### src/rtl/wbm_pkg.sv
// Package: shared phase encoding for the strobed write master.
// Assumes: one write cycle in flight at a time; phases advance in declaration order.
package wbm_pkg;

    typedef enum logic [2:0] {
        PH_IDLE    = 3'd0,
        PH_ADDR    = 3'd1,
        PH_DATA    = 3'd2,
        PH_STROBE  = 3'd3,
        PH_ACKWAIT = 3'd4,
        PH_HOLD    = 3'd5,
        PH_GAP     = 3'd6
    } wbm_phase_t;

    // True for the phases in which the data lines are driven.
    function automatic logic drives_data(input wbm_phase_t ph);
        return (ph == PH_DATA) || (ph == PH_STROBE) ||
               (ph == PH_ACKWAIT) || (ph == PH_HOLD);
    endfunction

endpackage

### src/rtl/wbm_timer.sv
// Module: wbm_timer
// Down-counter that times one phase. Loaded with (length - 1) on phase entry;
// expired is high during the last cycle of the phase.
// Assumes: the caller loads on every phase change.
module wbm_timer #(
    parameter int CNT_W = 4
) (
    input  logic             clk,
    input  logic             rst_n,
    input  logic             load,
    input  logic [CNT_W-1:0] load_val,
    output logic             expired
);

    logic [CNT_W-1:0] cnt_q;

    // Count register: reload on phase entry, else count down and stop at zero.
    always_ff @(posedge clk) begin
        if (!rst_n) begin
            cnt_q <= '0;
        end else if (load) begin
            cnt_q <= load_val;
        end else if (cnt_q != '0) begin
            cnt_q <= cnt_q - 1'b1;
        end
    end

    assign expired = (cnt_q == '0);

endmodule

### src/rtl/wbm_seq.sv
// Module: wbm_seq
// Phase sequencer of the write master: decides the next phase from the timer,
// the request and the acknowledge, and asks the timer to load each new phase.
// Assumes: all lengths are already clamped to at least one cycle.
module wbm_seq
    import wbm_pkg::*;
#(
    parameter int CNT_W   = 4,
    parameter int LEN_AD  = 1,
    parameter int LEN_DS  = 1,
    parameter int LEN_PW  = 1,
    parameter int LEN_HD  = 1,
    parameter int LEN_GP  = 1
) (
    input  logic             clk,
    input  logic             rst_n,
    input  logic             req_valid,
    input  logic             bus_ack,
    input  logic             expired,
    output wbm_phase_t       phase_q,
    output wbm_phase_t       phase_d,
    output logic             accept,
    output logic             tmr_load,
    output logic [CNT_W-1:0] tmr_val
);

    // Phase length minus one, as loaded into the timer.
    function automatic logic [CNT_W-1:0] len_of(input wbm_phase_t ph);
        case (ph)
            PH_ADDR:   return CNT_W'(LEN_AD - 1);
            PH_DATA:   return CNT_W'(LEN_DS - 1);
            PH_STROBE: return CNT_W'(LEN_PW - 1);
            PH_HOLD:   return CNT_W'(LEN_HD - 1);
            PH_GAP:    return CNT_W'(LEN_GP - 1);
            default:   return '0;
        endcase
    endfunction

    // Next-phase decision.
    always_comb begin
        phase_d = phase_q;
        case (phase_q)
            PH_IDLE:    if (req_valid) phase_d = PH_ADDR;
            PH_ADDR:    if (expired)   phase_d = PH_DATA;
            PH_DATA:    if (expired)   phase_d = PH_STROBE;
            PH_STROBE:  if (expired)   phase_d = PH_ACKWAIT;
            PH_ACKWAIT: if (bus_ack)   phase_d = PH_HOLD;
            PH_HOLD:    if (expired)   phase_d = PH_GAP;
            PH_GAP:     if (expired)   phase_d = PH_IDLE;
            default:                   phase_d = PH_IDLE;
        endcase
    end

    assign accept   = (phase_q == PH_IDLE) && req_valid;
    assign tmr_load = (phase_d != phase_q);
    assign tmr_val  = len_of(phase_d);

    // Phase register.
    always_ff @(posedge clk) begin
        if (!rst_n) phase_q <= PH_IDLE;
        else        phase_q <= phase_d;
    end

    AST_ACK_HOLDS_WAIT: assert property (@(posedge clk) disable iff (!rst_n)
        (phase_q == PH_ACKWAIT && !bus_ack) |=> (phase_q == PH_ACKWAIT));
    AST_STROBE_NOT_CUT: assert property (@(posedge clk) disable iff (!rst_n)
        (phase_q == PH_STROBE && !expired) |=> (phase_q == PH_STROBE));

endmodule

### src/rtl/wbm_drive.sv
// Module: wbm_drive
// Registered bus drivers: address, data value, data drive enable, strobe and
// completion flag, all derived from the phase the sequencer enters next.
// Assumes: accept is only high in the idle phase.
module wbm_drive
    import wbm_pkg::*;
#(
    parameter int ADDR_W = 16,
    parameter int DATA_W = 8
) (
    input  logic              clk,
    input  logic              rst_n,
    input  wbm_phase_t        phase_q,
    input  wbm_phase_t        phase_d,
    input  logic              accept,
    input  logic [ADDR_W-1:0] req_addr,
    input  logic [DATA_W-1:0] req_data,
    output logic [ADDR_W-1:0] bus_addr,
    output logic [DATA_W-1:0] bus_dout,
    output logic              bus_doe,
    output logic              bus_wr_n,
    output logic              req_done
);

    logic finishing;
    assign finishing = (phase_q == PH_HOLD) && (phase_d == PH_GAP);

    // Address and data capture on acceptance; address cleared when the cycle ends.
    always_ff @(posedge clk) begin
        if (!rst_n) begin
            bus_addr <= '0;
            bus_dout <= '0;
        end else if (accept) begin
            bus_addr <= req_addr;
            bus_dout <= req_data;
        end else if (finishing) begin
            bus_addr <= '0;
        end
    end

    // Control outputs registered from the next phase.
    always_ff @(posedge clk) begin
        if (!rst_n) begin
            bus_doe  <= 1'b0;
            bus_wr_n <= 1'b1;
            req_done <= 1'b0;
        end else begin
            bus_doe  <= drives_data(phase_d);
            bus_wr_n <= (phase_d != PH_STROBE);
            req_done <= finishing;
        end
    end

    AST_STROBE_NEEDS_DATA: assert property (@(posedge clk) disable iff (!rst_n)
        !bus_wr_n |-> bus_doe);
    AST_DONE_SINGLE: assert property (@(posedge clk) disable iff (!rst_n)
        req_done |=> !req_done);
    AST_DONE_RELEASED: assert property (@(posedge clk) disable iff (!rst_n)
        req_done |-> (!bus_doe && bus_addr == '0));
    AST_ADDR_HELD: assert property (@(posedge clk) disable iff (!rst_n)
        (bus_doe && $past(bus_doe)) |-> $stable(bus_addr));
    AST_DATA_HELD: assert property (@(posedge clk) disable iff (!rst_n)
        (bus_doe && $past(bus_doe)) |-> $stable(bus_dout));

endmodule

### src/rtl/strobe_write_master.sv
// Module: strobe_write_master
// Performs single write cycles on an asynchronous memory bus: address, then
// data, then a low strobe pulse, wait for acknowledge, hold, release, gap.
// Assumes: the pad ring builds the tri-state pin from bus_dout and bus_doe;
// bus_ack is already synchronised to clk.
module strobe_write_master #(
    parameter int ADDR_W        = 16,
    parameter int DATA_W        = 8,
    parameter int T_ADDR_SETUP  = 3,
    parameter int T_DATA_SETUP  = 2,
    parameter int T_STROBE      = 5,
    parameter int T_HOLD        = 2,
    parameter int T_GAP         = 5
) (
    input  logic              clk,
    input  logic              rst_n,
    input  logic              req_valid,
    input  logic [ADDR_W-1:0] req_addr,
    input  logic [DATA_W-1:0] req_data,
    output logic              req_ready,
    output logic              req_done,
    output logic [ADDR_W-1:0] bus_addr,
    output logic [DATA_W-1:0] bus_dout,
    output logic              bus_doe,
    output logic              bus_wr_n,
    input  logic              bus_ack
);
    import wbm_pkg::*;

    localparam int LEN_AD = (T_ADDR_SETUP < 1) ? 1 : T_ADDR_SETUP;
    localparam int LEN_DS = (T_DATA_SETUP < 1) ? 1 : T_DATA_SETUP;
    localparam int LEN_PW = (T_STROBE     < 1) ? 1 : T_STROBE;
    localparam int LEN_HD = (T_HOLD       < 1) ? 1 : T_HOLD;
    localparam int LEN_GP = (T_GAP        < 1) ? 1 : T_GAP;
    localparam int MAX_01 = (LEN_AD > LEN_DS) ? LEN_AD : LEN_DS;
    localparam int MAX_23 = (LEN_PW > LEN_HD) ? LEN_PW : LEN_HD;
    localparam int MAX_03 = (MAX_01 > MAX_23) ? MAX_01 : MAX_23;
    localparam int MAX_LEN = (MAX_03 > LEN_GP) ? MAX_03 : LEN_GP;
    localparam int CNT_W = (MAX_LEN < 2) ? 1 : $clog2(MAX_LEN);

    wbm_phase_t       phase_q, phase_d;
    logic             accept, tmr_load, expired;
    logic [CNT_W-1:0] tmr_val;

    wbm_seq #(
        .CNT_W(CNT_W), .LEN_AD(LEN_AD), .LEN_DS(LEN_DS),
        .LEN_PW(LEN_PW), .LEN_HD(LEN_HD), .LEN_GP(LEN_GP)
    ) u_seq (
        .clk(clk), .rst_n(rst_n), .req_valid(req_valid), .bus_ack(bus_ack),
        .expired(expired), .phase_q(phase_q), .phase_d(phase_d),
        .accept(accept), .tmr_load(tmr_load), .tmr_val(tmr_val)
    );

    wbm_timer #(.CNT_W(CNT_W)) u_timer (
        .clk(clk), .rst_n(rst_n), .load(tmr_load), .load_val(tmr_val),
        .expired(expired)
    );

    wbm_drive #(.ADDR_W(ADDR_W), .DATA_W(DATA_W)) u_drive (
        .clk(clk), .rst_n(rst_n), .phase_q(phase_q), .phase_d(phase_d),
        .accept(accept), .req_addr(req_addr), .req_data(req_data),
        .bus_addr(bus_addr), .bus_dout(bus_dout), .bus_doe(bus_doe),
        .bus_wr_n(bus_wr_n), .req_done(req_done)
    );

    assign req_ready = (phase_q == PH_IDLE);

    AST_IDLE_QUIET: assert property (@(posedge clk) disable iff (!rst_n)
        req_ready |-> (!bus_doe && bus_wr_n));
    AST_READY_AFTER_GAP: assert property (@(posedge clk) disable iff (!rst_n)
        req_done |-> !req_ready);

endmodule

### config.mk
export PLATFORM = sky130hd
export DESIGN_NAME = strobe_write_master
export DESIGN_NICKNAME = d
export VERILOG_FILES = /design/src/rtl/wbm_pkg.sv /design/src/rtl/wbm_timer.sv /design/src/rtl/wbm_seq.sv /design/src/rtl/wbm_drive.sv /design/src/rtl/strobe_write_master.sv
export SDC_FILE = /design/constraint.sdc
export NUM_CORES = 1
export LEC_CHECK = 0
export BUFFER_PORTS_ARGS = -buffer_cell sky130_fd_sc_hd__buf_2
export CAP_MARGIN = 20
export CORE_MARGIN = 8
export CORE_UTILIZATION = 39
export CTS_CLUSTER_DIAMETER = 40
export DETAILED_ROUTE_END_ITERATION = 7
export PLACE_DENSITY = 0.72
export SLEW_MARGIN = 20
export SYNTH_ARGS = -nofsm -noshare
export SYNTH_HDL_FRONTEND = slang
export SYNTH_HIERARCHICAL = 1
export SYNTH_SLANG_ARGS = --single-unit
### constraint.sdc
create_clock -name clk -period 2.09 [get_ports clk]
set_input_delay 0.209 -clock clk [delete_from_list [all_inputs] [get_ports clk]]
set_output_delay 0.209 -clock clk [all_outputs]
set_load 0.05 [all_outputs]
==> flow_summary.yaml <==
synth:
  yosys.area_share.adder_pct: 2.25
  synth_top_family_by_area: "simple AND/OR/NAND/NOR gates"
  synth.area.mux_share_pct: 6.35
  synth_ff_type: "dfxtp_1"
  synthSimpleGateAreaFrac_pct: 29.5
  syn-cell-area_sq_mm: 0.00162
  synthArstFlopShare_pct: 0
  synthCells: 170
  synth_seq_cells: 33
  synth-edff-count: 0
  syn-num-nets: 200
  synth-compound-area-share_pct: 12.6
  synth_seq_area_share_pct: 40.9
  synth_xor_area_share_pct: 1.08
  ys_types: 43
  yosysWarnings: 6
  syn_area_per_cell_sq_um: 9.50
power_and_ir_drop:
  power.total_mw: 2.94
  p_leak_nw: 0.992
  irDropWorstVdd_uv: 635
  power_density_mw_per_mm2: 1340
drt:
  num_vias: 1410
  post_drt_wl_per_cell_microns: 13.5
  route.detailed.drc: 0
  antenna_left: 0
  drt_wl_total_microns: 3900
  via_per_inst: 4.90
  first_iter_violations: 71
  first_pass_iters: 4
place:
  dp_cells: 276
  port_buffers: 55
  dp_hpwl_microns: 2760
  placed_area_sq_mm: 0.00203
  gp_routability_congestion: 0.811
timing:
  fin_crit_ns: 1.97
  rsz0062_at_grt: "false"
  finalSetupTns_ns: 0
  period_share_pct: 94.4
  hold_violations: 0
  slew_headroom_pct: 63.1
  setup_violations: 0
  worstMarginPinSlew_ns: 0.554
  finClkSkew_ns: 0.00377
  finalMaxSlewViolations: 0
  fmax_mhz: 507
finish:
  final_nets: 267
  diodes: 0
  stdcell_count: 288
  syn_to_final_growth_pct: 35.6
  fill_cells: 379
  final_area_sq_mm: 0.00219
  drive_gt1_share_pct: 46.2
setup_path:
  critPathMaxStageDelay_ns: 0.34
  required_ns: 2.25
  crit_type: "reg2reg"
  path_cells: "inv_2, ha_4, nand2b_4, inv_4, buf_4, maj3_2, mux2i_4, nor3b_4, buf_12, o21ai_0"
  path_max_fanout: 17
  cp-start-kind: "flop"
  cp_slowest_cell: "dfxtp_2"
  cp_data_arrival_time_ns: 2.13
  worst_setup_path_end_kind: "flop"
clocking:
  clk_pin_slew_worst_paths_ns: 0.07
  h-tree-depth: 2
  numClockSinks: 33
  cts_hold_buf: 0
  clock_latency_ns: 0.27
  clk_path_buf_depth: 2
  tritoncts: "yes"
  clk_root_buffer_cell: "clkbuf_8"
  cts_buffers: 5
floorplan:
  die_area_sq_mm: 0.00646
  core_sq_mm: 0.00400
  num_rows: 23
  boundaryPins: 56
  die-height_microns: 80.4
  die_w_microns: 80.4
  initial_core_util_pct: 40.4
global_route:
  antenna_found_initial: 0
  grt.overflow.total: 0
  first_global_vias: 1306
  grt_max_degree: 41
  grt_pass1_wl_microns: 5960
  grt_usage_pct: 11.6
job:
  maxCapViolations: 0
min_path:
  hp-class: "in2reg"
run_status:
  outcome: "completed"
## synthesized netlist by cell type, types with 3 or more instances
| cell | n | area share, % |
|---|---|---|
| dfxtp_1 | 33 | 41 |
| buf_2 | 4 | 1.2 |
| inv_1 | 7 | 1.6 |
| o21ai_1 | 4 | 1.2 |
| buf_6 | 4 | 2.8 |
| mux2i_1 | 8 | 5.0 |
| nand3b_1 | 16 | 7.4 |
| nor4b_1 | 3 | 1.6 |
| clkbuf_1 | 6 | 1.4 |
| nor2b_1 | 11 | 4.3 |
| nor2_1 | 4 | 0.93 |
| a21oi_1 | 3 | 0.93 |
| nand3_1 | 16 | 5.0 |
| o21ai_0 | 13 | 4.0 |
## cell families (layout without fill, tap and decap cells)
logic type                 Yosys count  count (layout)
AOI/OAI and AO/OA                   31              31
xor gates and xnor gates             2               2
adders and majority gates            3               3
buffers and inverters               22              90
DFF                                 33              33
muxes                                9               9
and+or+nand+nor                     70              70
## flip-flops by register name, summed over array words and instances (netlist names)
signal            count
u_drive/bus_addr     16
u_drive/bus_doe       1
u_drive/bus_dout      8
u_drive/bus_wr_n      1
u_drive/req_done      1
u_seq/phase_q         3
u_timer/cnt_q         3
## cells in the final DEF, fill, tap and decap left out, types with 4 or more instances in the layout
| cell | netlist | routed |
|---|---|---|
| buf_2 | 4 | 55 |
| buf_4 | 0 | 16 |
| clkbuf_8 | 0 | 5 |
| dfxtp_1 | 33 | 30 |
| inv_1 | 7 | 4 |
| mux2i_1 | 8 | 8 |
| nand3_1 | 16 | 16 |
| nand3b_1 | 16 | 16 |
| nor2_1 | 4 | 4 |
| nor2b_1 | 11 | 11 |
| o21ai_0 | 13 | 13 |
| o21ai_1 | 4 | 4 |
## per-stage QoR
step | worst slack (ns) | hold WS, ns | util (%)
floorplan | 0.00222 | 0.331 | -
global placement | 0.100 | 0.434 | 50.8
detailed placement | -0.0172 | 0.441 | 50.8
CTS | 0.00824 | 0.146 | 53.0
global route | 0.0119 | 0.158 | 54.8
finish | 0.117 | 0.154 | 54.8
## worst paths after layout
check	from	endpoint	slack, ns	depth (start not counted)
max reg2reg	u_timer/cnt_q[0]	u_drive/bus_addr[13]	0.12	10
max	u_timer/cnt_q[0]	u_drive/bus_addr[13]	0.12	10
min	req_addr[11]	u_drive/bus_addr[11]	0.15	3
min reg2reg	u_drive/bus_addr[0]	u_drive/bus_addr[0]	0.47	2
## worst max-delay path: cells and delay by family (launching register included)
kind                       cells  cell delay (ns)
AOI/OAI and AO/OA              1             0.09
adders and majority gates      2             0.47
buffers and inverters          4             0.39
DFF                            1             0.34
muxes                          1             0.21
and+or+nand+nor                2             0.34
## per-layer routing
layer	global-route usage, %	vias to the layer above	part of all wire [%]
met4	4.91	0	0.64
met5	0	-	0
met3	4.80	2	7.3
li1	-	727	-
met2	19.2	33	50
met1	12.6	648	42
## power by group
part	internal [mW]	switching (mW)	total, mW
Clock	0.230	0.218	0.448
Sequential	0.759	0.0950	0.854
Combinational	0.711	0.931	1.64
Total	1.70	1.24	2.94
## cell type report
| class | instances | area [sq um] | area share (%) |
|---|---|---|---|
| Multi-Input combinational cell | 115 | 902 | 41.2 |
| Inverter | 8 | 32.5 | 1.48 |
| Clock inverter | 2 | 10.0 | 0.457 |
| Timing Repair Buffer | 74 | 447 | 20.4 |
| Tap cell | 50 | 62.6 | 2.86 |
| Sequential cell | 33 | 664 | 30.3 |
| Clock buffer | 6 | 72.6 | 3.31 |
## repair_timing
item	in CTS	in global routing
gates cloned	0	0
setup buffers	0	4
pin swaps	2	5
gates resized for setup	1	11
endpoints found under the setup margin	2	20
No activity file was read; power rests on OpenSTA's default activity.
